<file path="src/rtl/cpu_presence_pkg.sv">
package cpu_presence_pkg;
  localparam int unsigned MAP_BYTES_DEF = 32;
  localparam int unsigned GPE_W_DEF     = 8;
  localparam int unsigned HP_CPU_BIT    = 2;
  localparam int unsigned HP_PCI_BIT    = 1;

  typedef enum logic {
    HP_UNPLUG = 1'b0,
    HP_PLUG   = 1'b1
  } hp_kind_e;
endpackage

</file>
<file path="src/rtl/presence_map.sv">
module presence_map #(
  parameter int unsigned MAP_BYTES = 32,
  parameter int unsigned ADDR_W    = 16,
  parameter logic [15:0] BASE      = 16'hAF00,
  localparam int unsigned IDX_W    = $clog2(MAP_BYTES),
  localparam int unsigned SEL_W    = IDX_W + 3
) (
  input  logic                   clk,
  input  logic                   rst,
  input  logic [MAP_BYTES*8-1:0] init_present,
  input  logic                   upd_en,
  input  logic                   upd_plug,
  input  logic [SEL_W-1:0]       upd_sel,
  input  logic                   rd_en,
  input  logic [ADDR_W-1:0]      rd_addr,
  output logic [7:0]             rd_data
);
  localparam logic [ADDR_W:0] WIN_LO = {1'b0, BASE[ADDR_W-1:0]};
  localparam logic [ADDR_W:0] WIN_HI = WIN_LO + (ADDR_W+1)'(MAP_BYTES);

  logic [7:0]        mem [MAP_BYTES];
  logic [IDX_W-1:0]  byte_sel;
  logic [2:0]        bit_sel;
  logic              in_win;
  logic [ADDR_W-1:0] off;

  assign byte_sel = upd_sel[SEL_W-1:3];
  assign bit_sel  = upd_sel[2:0];
  assign in_win   = ({1'b0, rd_addr} >= WIN_LO) && ({1'b0, rd_addr} < WIN_HI);
  assign off      = rd_addr - BASE[ADDR_W-1:0];

  for (genvar g = 0; g < MAP_BYTES; g++) begin : g_byte
    always_ff @(posedge clk) begin
      if (rst) begin
        mem[g] <= init_present[g*8 +: 8];
      end else if (upd_en && (byte_sel == IDX_W'(g))) begin
        mem[g][bit_sel] <= upd_plug;
      end
    end
  end

  always_ff @(posedge clk) begin
    if (rst) begin
      rd_data <= 8'h00;
    end else if (rd_en) begin
      rd_data <= in_win ? mem[off[IDX_W-1:0]] : 8'hFF;
    end
  end

  // the addressed bit takes the request's value
  p_bit_update_r3: assert property (@(posedge clk) disable iff (rst)
    upd_en |=> mem[$past(byte_sel)][$past(bit_sel)] == $past(upd_plug));
  // reads outside the window return all ones
  p_oob_read_r11: assert property (@(posedge clk) disable iff (rst)
    (rd_en && !in_win) |=> rd_data == 8'hFF);
  // data holds when no read is issued
  p_rdata_hold_r2: assert property (@(posedge clk) disable iff (rst)
    !rd_en |=> $stable(rd_data));
endmodule

</file>
<file path="src/rtl/gpe_event_regs.sv">
module gpe_event_regs #(
  parameter int unsigned GPE_W   = 8,
  parameter int unsigned CPU_BIT = 2,
  parameter int unsigned PCI_BIT = 1
) (
  input  logic             clk,
  input  logic             rst,
  input  logic             cpu_set,
  input  logic             pci_set,
  input  logic             clr_wr,
  input  logic [GPE_W-1:0] clr_mask,
  input  logic             en_wr,
  input  logic [GPE_W-1:0] en_data,
  output logic [GPE_W-1:0] sts,
  output logic [GPE_W-1:0] en,
  output logic             sci
);
  localparam logic [GPE_W-1:0] CPU_M    = GPE_W'(1) << CPU_BIT;
  localparam logic [GPE_W-1:0] PCI_M    = GPE_W'(1) << PCI_BIT;
  localparam logic [GPE_W-1:0] SCI_MASK = CPU_M | PCI_M;

  logic [GPE_W-1:0] set_vec;
  logic [GPE_W-1:0] clr_vec;

  assign set_vec = (cpu_set ? CPU_M : '0) | (pci_set ? PCI_M : '0);
  assign clr_vec = clr_wr ? clr_mask : '0;

  always_ff @(posedge clk) begin
    if (rst) begin
      sts <= '0;
      en  <= '0;
      sci <= 1'b0;
    end else begin
      sts <= (sts & ~clr_vec) | set_vec;
      if (en_wr) en <= en_data;
      sci <= |(sts & en & SCI_MASK);
    end
  end

  // a CPU event is visible in status after the edge
  p_cpu_evt_r4: assert property (@(posedge clk) disable iff (rst)
    cpu_set |=> sts[CPU_BIT]);
  // cleared bits go low when no event competes
  p_w1c_r6: assert property (@(posedge clk) disable iff (rst)
    (clr_wr && !cpu_set && !pci_set) |=> (sts & $past(clr_mask)) == '0);
  // interrupt rises only after an enabled hotplug bit was set
  p_sci_rise_r8: assert property (@(posedge clk) disable iff (rst)
    $rose(sci) |-> ($past(sts & en) & SCI_MASK) != '0);
  // interrupt falls only once no enabled hotplug bit remained
  p_sci_fall_r8: assert property (@(posedge clk) disable iff (rst)
    $fell(sci) |-> ($past(sts & en) & SCI_MASK) == '0);
endmodule

</file>
<file path="src/rtl/cpu_presence_bank.sv">
module cpu_presence_bank #(
  parameter int unsigned MAP_BYTES = cpu_presence_pkg::MAP_BYTES_DEF,
  parameter int unsigned ID_W      = 9,
  parameter int unsigned ADDR_W    = 16,
  parameter logic [15:0] BASE      = 16'hAF00,
  parameter int unsigned GPE_W     = cpu_presence_pkg::GPE_W_DEF,
  localparam int unsigned NUM_IDS  = MAP_BYTES * 8,
  localparam int unsigned SEL_W    = $clog2(MAP_BYTES) + 3
) (
  input  logic               clk,
  input  logic               rst,
  input  logic [NUM_IDS-1:0] init_present,
  input  logic               hp_valid,
  input  logic               hp_plug,
  input  logic [ID_W-1:0]    hp_id,
  input  logic               pci_hp_evt,
  input  logic               io_rd,
  input  logic               io_wr,
  input  logic [ADDR_W-1:0]  io_addr,
  input  logic [7:0]         io_wdata,
  output logic [7:0]         io_rdata,
  input  logic               gpe_sts_wr,
  input  logic [GPE_W-1:0]   gpe_sts_wdata,
  input  logic               gpe_en_wr,
  input  logic [GPE_W-1:0]   gpe_en_wdata,
  output logic [GPE_W-1:0]   gpe_sts,
  output logic [GPE_W-1:0]   gpe_en,
  output logic               sci,
  output logic               id_err
);
  import cpu_presence_pkg::*;

  localparam logic [ID_W:0] ID_LIMIT = (ID_W+1)'(NUM_IDS);

  logic     in_range;
  logic     accept;
  hp_kind_e kind;

  assign in_range = {1'b0, hp_id} < ID_LIMIT;
  assign accept   = hp_valid && in_range;
  assign kind     = hp_kind_e'(hp_plug);

  always_ff @(posedge clk) begin
    if (rst)                       id_err <= 1'b0;
    else if (hp_valid && !in_range) id_err <= 1'b1;
  end

  presence_map #(
    .MAP_BYTES (MAP_BYTES),
    .ADDR_W    (ADDR_W),
    .BASE      (BASE)
  ) u_map (
    .clk          (clk),
    .rst          (rst),
    .init_present (init_present),
    .upd_en       (accept),
    .upd_plug     (kind == HP_PLUG),
    .upd_sel      (hp_id[SEL_W-1:0]),
    .rd_en        (io_rd),
    .rd_addr      (io_addr),
    .rd_data      (io_rdata)
  );

  gpe_event_regs #(
    .GPE_W   (GPE_W),
    .CPU_BIT (HP_CPU_BIT),
    .PCI_BIT (HP_PCI_BIT)
  ) u_gpe (
    .clk      (clk),
    .rst      (rst),
    .cpu_set  (accept),
    .pci_set  (pci_hp_evt),
    .clr_wr   (gpe_sts_wr),
    .clr_mask (gpe_sts_wdata),
    .en_wr    (gpe_en_wr),
    .en_data  (gpe_en_wdata),
    .sts      (gpe_sts),
    .en       (gpe_en),
    .sci      (sci)
  );

  // the error flag never drops outside reset
  p_err_sticky_r10: assert property (@(posedge clk) disable iff (rst)
    id_err |=> id_err);
  // a dropped request leaves status alone
  p_oob_id_r10: assert property (@(posedge clk) disable iff (rst)
    (hp_valid && !in_range && !pci_hp_evt && !gpe_sts_wr) |=> $stable(gpe_sts));
  // a write alone does not disturb read data
  p_wr_ignored_r9: assert property (@(posedge clk) disable iff (rst)
    (io_wr && (io_wdata != 8'h00) && !io_rd) |=> $stable(io_rdata));
endmodule

</file>
<file path="config.mk">
export PLATFORM = sky130hd
export DESIGN_NAME = cpu_presence_bank
export DESIGN_NICKNAME = d
export VERILOG_FILES = /design/src/rtl/cpu_presence_pkg.sv /design/src/rtl/presence_map.sv /design/src/rtl/gpe_event_regs.sv /design/src/rtl/cpu_presence_bank.sv
export SDC_FILE = /design/constraint.sdc
export NUM_CORES = 1
export LEC_CHECK = 0
export BUFFER_PORTS_ARGS = -buffer_cell sky130_fd_sc_hd__buf_2
export CELL_PAD_IN_SITES_DETAIL_PLACEMENT = 0
export CELL_PAD_IN_SITES_GLOBAL_PLACEMENT = 1
export CORE_ASPECT_RATIO = 1.25
export CORE_MARGIN = 4
export CORE_UTILIZATION = 40
export CTS_CLUSTER_DIAMETER = 50
export DETAILED_ROUTE_END_ITERATION = 7
export PLACE_DENSITY = 0.75
export SETUP_SLACK_MARGIN = 0.02
export SYNTH_ARGS = -nofsm -noshare
export SYNTH_HDL_FRONTEND = slang
export SYNTH_SLANG_ARGS = --single-unit
export TNS_END_PERCENT = 20
</file>
<file path="constraint.sdc">
create_clock -name clk -period 2.1 [get_ports clk]
set_input_delay 0.42 -clock clk [delete_from_list [all_inputs] [get_ports clk]]
set_output_delay 0.42 -clock clk [all_outputs]
set_load 0.01 [all_outputs]
</file>
==> flow_summary_export.csv <==
group,metric,value,unit
synth,ys_seq_area_share,47.8,%
setup_path,startpoint,"u_map.mem[15][5]$_DFFE_PP_",
final_layout,drive_gt1_share,43.4,%
synth,synth_common_cells,"nand2_1 (280), edfxtp_1 (256), nand2b_1 (241), mux2_2 (239), clkbuf_1 (88)",
power,pwr-share-seq,44.7,%
synth,ys_ff_latch,282,
synth,syn_nets,1838,
final_layout,area_growth,26.1,%
sta,slew_headroom,48.2,%
synth,synthTopCellsByArea,"edfxtp_1 (45%), mux2_2 (16%), nand2b_1 (8.8%)",
setup_path,critPathBufInv,0,
cts,clock_path_buffers,3,
sta,post-route-period-util,88.6,%
global_route,gr-total-overflow,0,
cts,cts_tree,"done",
setup_path,endpoint_kind,"register",
floorplan,die_area,46300,um^2
setup_path,slowest_delay,0.49,ns
synth,synth_flop_cell,"edfxtp_1",
final_layout,fin_cells,2520,
cts,root_buffer,"clkbuf_16",
power,p_sw,0.00371,W
global_route,grt_max_degree,197,
setup_path,critPathMaxFanout,1,
synth,synth_cell_types,48,
synth,synth-edff-count,256,
power,comb_power_share,13.1,%
sta,final_max_slew_viol_count,0,
cts,postCtsSetupBuffers,0,
placement,hpwlAfterDp,43300,um
setup_path,critPathTopFamily,"multiplexers",
final_layout,fillers,3902,
cts,cts_buffers,39,
run_status,status,"completed",
synth,synthArstFlopShare,0,%
synth,syn_inst,1524,
global_route,grt_usage,24.0,%
power,clkPwrFrac,42.2,%
run,maxCapViolations,0,
floorplan,die_width,193,um
sta,finalSetupViolations,0,
cts,hold_buffers,0,
drt,wl_per_cell,22.9,um
cts,cts.repair.resized,0,
cts,clock_sinks,282,
sta,clock.fmax,537,MHz
setup_path,arrival,2.27,ns
synth,synth_area,17200,um^2
cts,htree_num_levels,2,
drt,ant_nets,0,
global_route,antenna_found_initial,4,
drt,dr.first_iter.drc_count,1051,
setup_path,setup.worst_path.class,"register to register",
power,power.total,0.0151,W
setup_path,cp_cell_sequence,"mux4_2 > nand2b_1 > a41oi_1 > o21ai_0 > and3_1",
global_route,grt_pass1_wl,83900,um
cts,clkTransAtPathRegs,0.06,ns
sta,fin_skew,0.0172,ns
setup_path,worstPathRequired,2.51,ns
floorplan,initial_utilization,40.6,%
synth,yosysTopAreaCell,"edfxtp_1",
floorplan,core_region_area,42300,um^2
drt,vias,13452,
synth,ys_warn_count,0,
setup_path,cpMaxStageDelayCell,"mux4_2",
power,power_leakage,8.72,nW
power,peakVddDrop,0.498,mV
placement,dpl.cell_count,2450,
sta,tightestPinTransition,0.777,ns
placement,io_buffer_count,330,
hold_path,hp-class,"input pin to register",
drt,finalWirelength,57800,um
sta,fin_crit,1.86,ns
drt,drc,0,
power,p_int,0.0114,W
drt,via_per_inst,5.34,
setup_path,timing.rr.start,"u_map.mem[15][5]$_DFFE_PP_",
sta,tns,0,ns
drt,drtPass1Iterations,6,
setup_path,crit_path_start_kind,"register",
floorplan,die_h,240,um
final_layout,num-nets-final,2246,
cts,clkLatencyLatePin,0.53,ns
placement,globalplace.congestion,0.887,
floorplan,io_pins,340,
sta,hold_viol,0,
synth,synth_top_cell_area_share,44.8,%
synth,yosysMostFrequentCell,"nand2_1",
power,powerDensity,700,nW/um^2
hold_path,min_from,"gpe_sts_wdata[7]",
global_route,grt_pass1_vias,13933,
sta,rsz0062_at_grt,"false",
floorplan,floorplan.rows,84,
power,switching_share,24.5,%
synth,syn_area_per_cell,11.3,um^2
[worst register-to-register path, stage by stage (launching register included)]
cell,delay [ns]
edfxtp_1,0.42
mux4_2,0.50
nand2b_1,0.16
a41oi_1,0.29
o21ai_0,0.18
and3_1,0.20
[sequential cells by signal, indices dropped and copies added (netlist names)]
register / cells
u_map.mem: 256
u_gpe.en: 8
u_gpe.sts: 8
u_map.rd_data: 8
id_err: 1
u_gpe.sci: 1
[routing by layer]
metal	part of all wire (%)	track usage, %	vias up	wire length, um
met5	0.036	0	-	21
met4	5.0	11.5	4	2920
met3	6.3	4.07	119	3630
met2	51	42.6	535	29500
met1	38	28.2	6562	21700
li1	-	-	6232	-
[cells by family after synthesis]
kind of cell / Yosys count / share of synthesized area [%]
buf+inv: 136 / 3.49
simple gates: 671 / 19.9
compound gates: 75 / 3.24
mux: 360 / 25.5
flops: 282 / 47.8
[area by class of cell]
type	count	area [um^2]	area share (%)
Antenna cell	2	5.00	0.0231
Clock inverter	18	180	0.832
Inverter	11	41.3	0.191
Clock buffer	50	1040	4.79
Multi-Input combinational cell	1106	8380	38.7
Tap cell	559	699	3.23
Sequential cell	282	8210	37.9
Timing Repair Buffer	492	3100	14.3
[metrics by stage]
step           hold WS [ns]  worst slack [ns]  util [%]  cell area (um^2)
6_report             0.0608             0.239      51.2             21600
4_1_cts              0.0357             0.254      51.2             21600
3_5_place_dp          0.423            -0.189      48.3             20400
3_3_place_gp          0.417           -0.0980      48.3             20400
5_1_grt              0.0433             0.183      51.2             21600
2_1_floorplan         0.454            0.0605         -             17200
[power by group through the flow]
stage                     registers, W  clock network (W)  logic, W
after detailed placement       0.00689                  0   0.00198
after global placement         0.00687                  0   0.00194
after global routing           0.00680            0.00674   0.00212
final                          0.00677            0.00639   0.00199
after CTS                      0.00677            0.00652   0.00199
after floorplan                0.00680                  0   0.00108
[worst paths after layout]
check,cells after the start,to,slack [ns]
max,5,u_map.rd_data[5]$_SDFFE_PP0P_,0.24
min,2,u_gpe.sts[7]$_SDFF_PP0_,0.06
max reg2reg,5,u_map.rd_data[5]$_SDFFE_PP0P_,0.24
min reg2reg,2,u_gpe.sts[0]$_SDFF_PP0_,0.43
[placed cells by master (no fill, tap or decap), types with 9 or more instances in the layout]
master     Yosys  final
mux2i_1       58     58
mux2_1        21     21
mux2_2       239    239
buf_12         0     17
or2b_1        22     22
nand2b_1     241    241
buf_2         23    326
a22oi_1       15     15
clkbuf_1      88      9
mux2_4        10     10
or2_2         10     10
edfxtp_1     256    256
nand2_1      280    280
clkbuf_16      0     39
nor2_1        56     55
mux4_2        32     32
buf_4          4    147
nor2b_1       12     12
inv_1         11     11
nand3_1       15     15
dfxtp_1       26     26
Note: power is estimated with default switching activity, not from simulation.
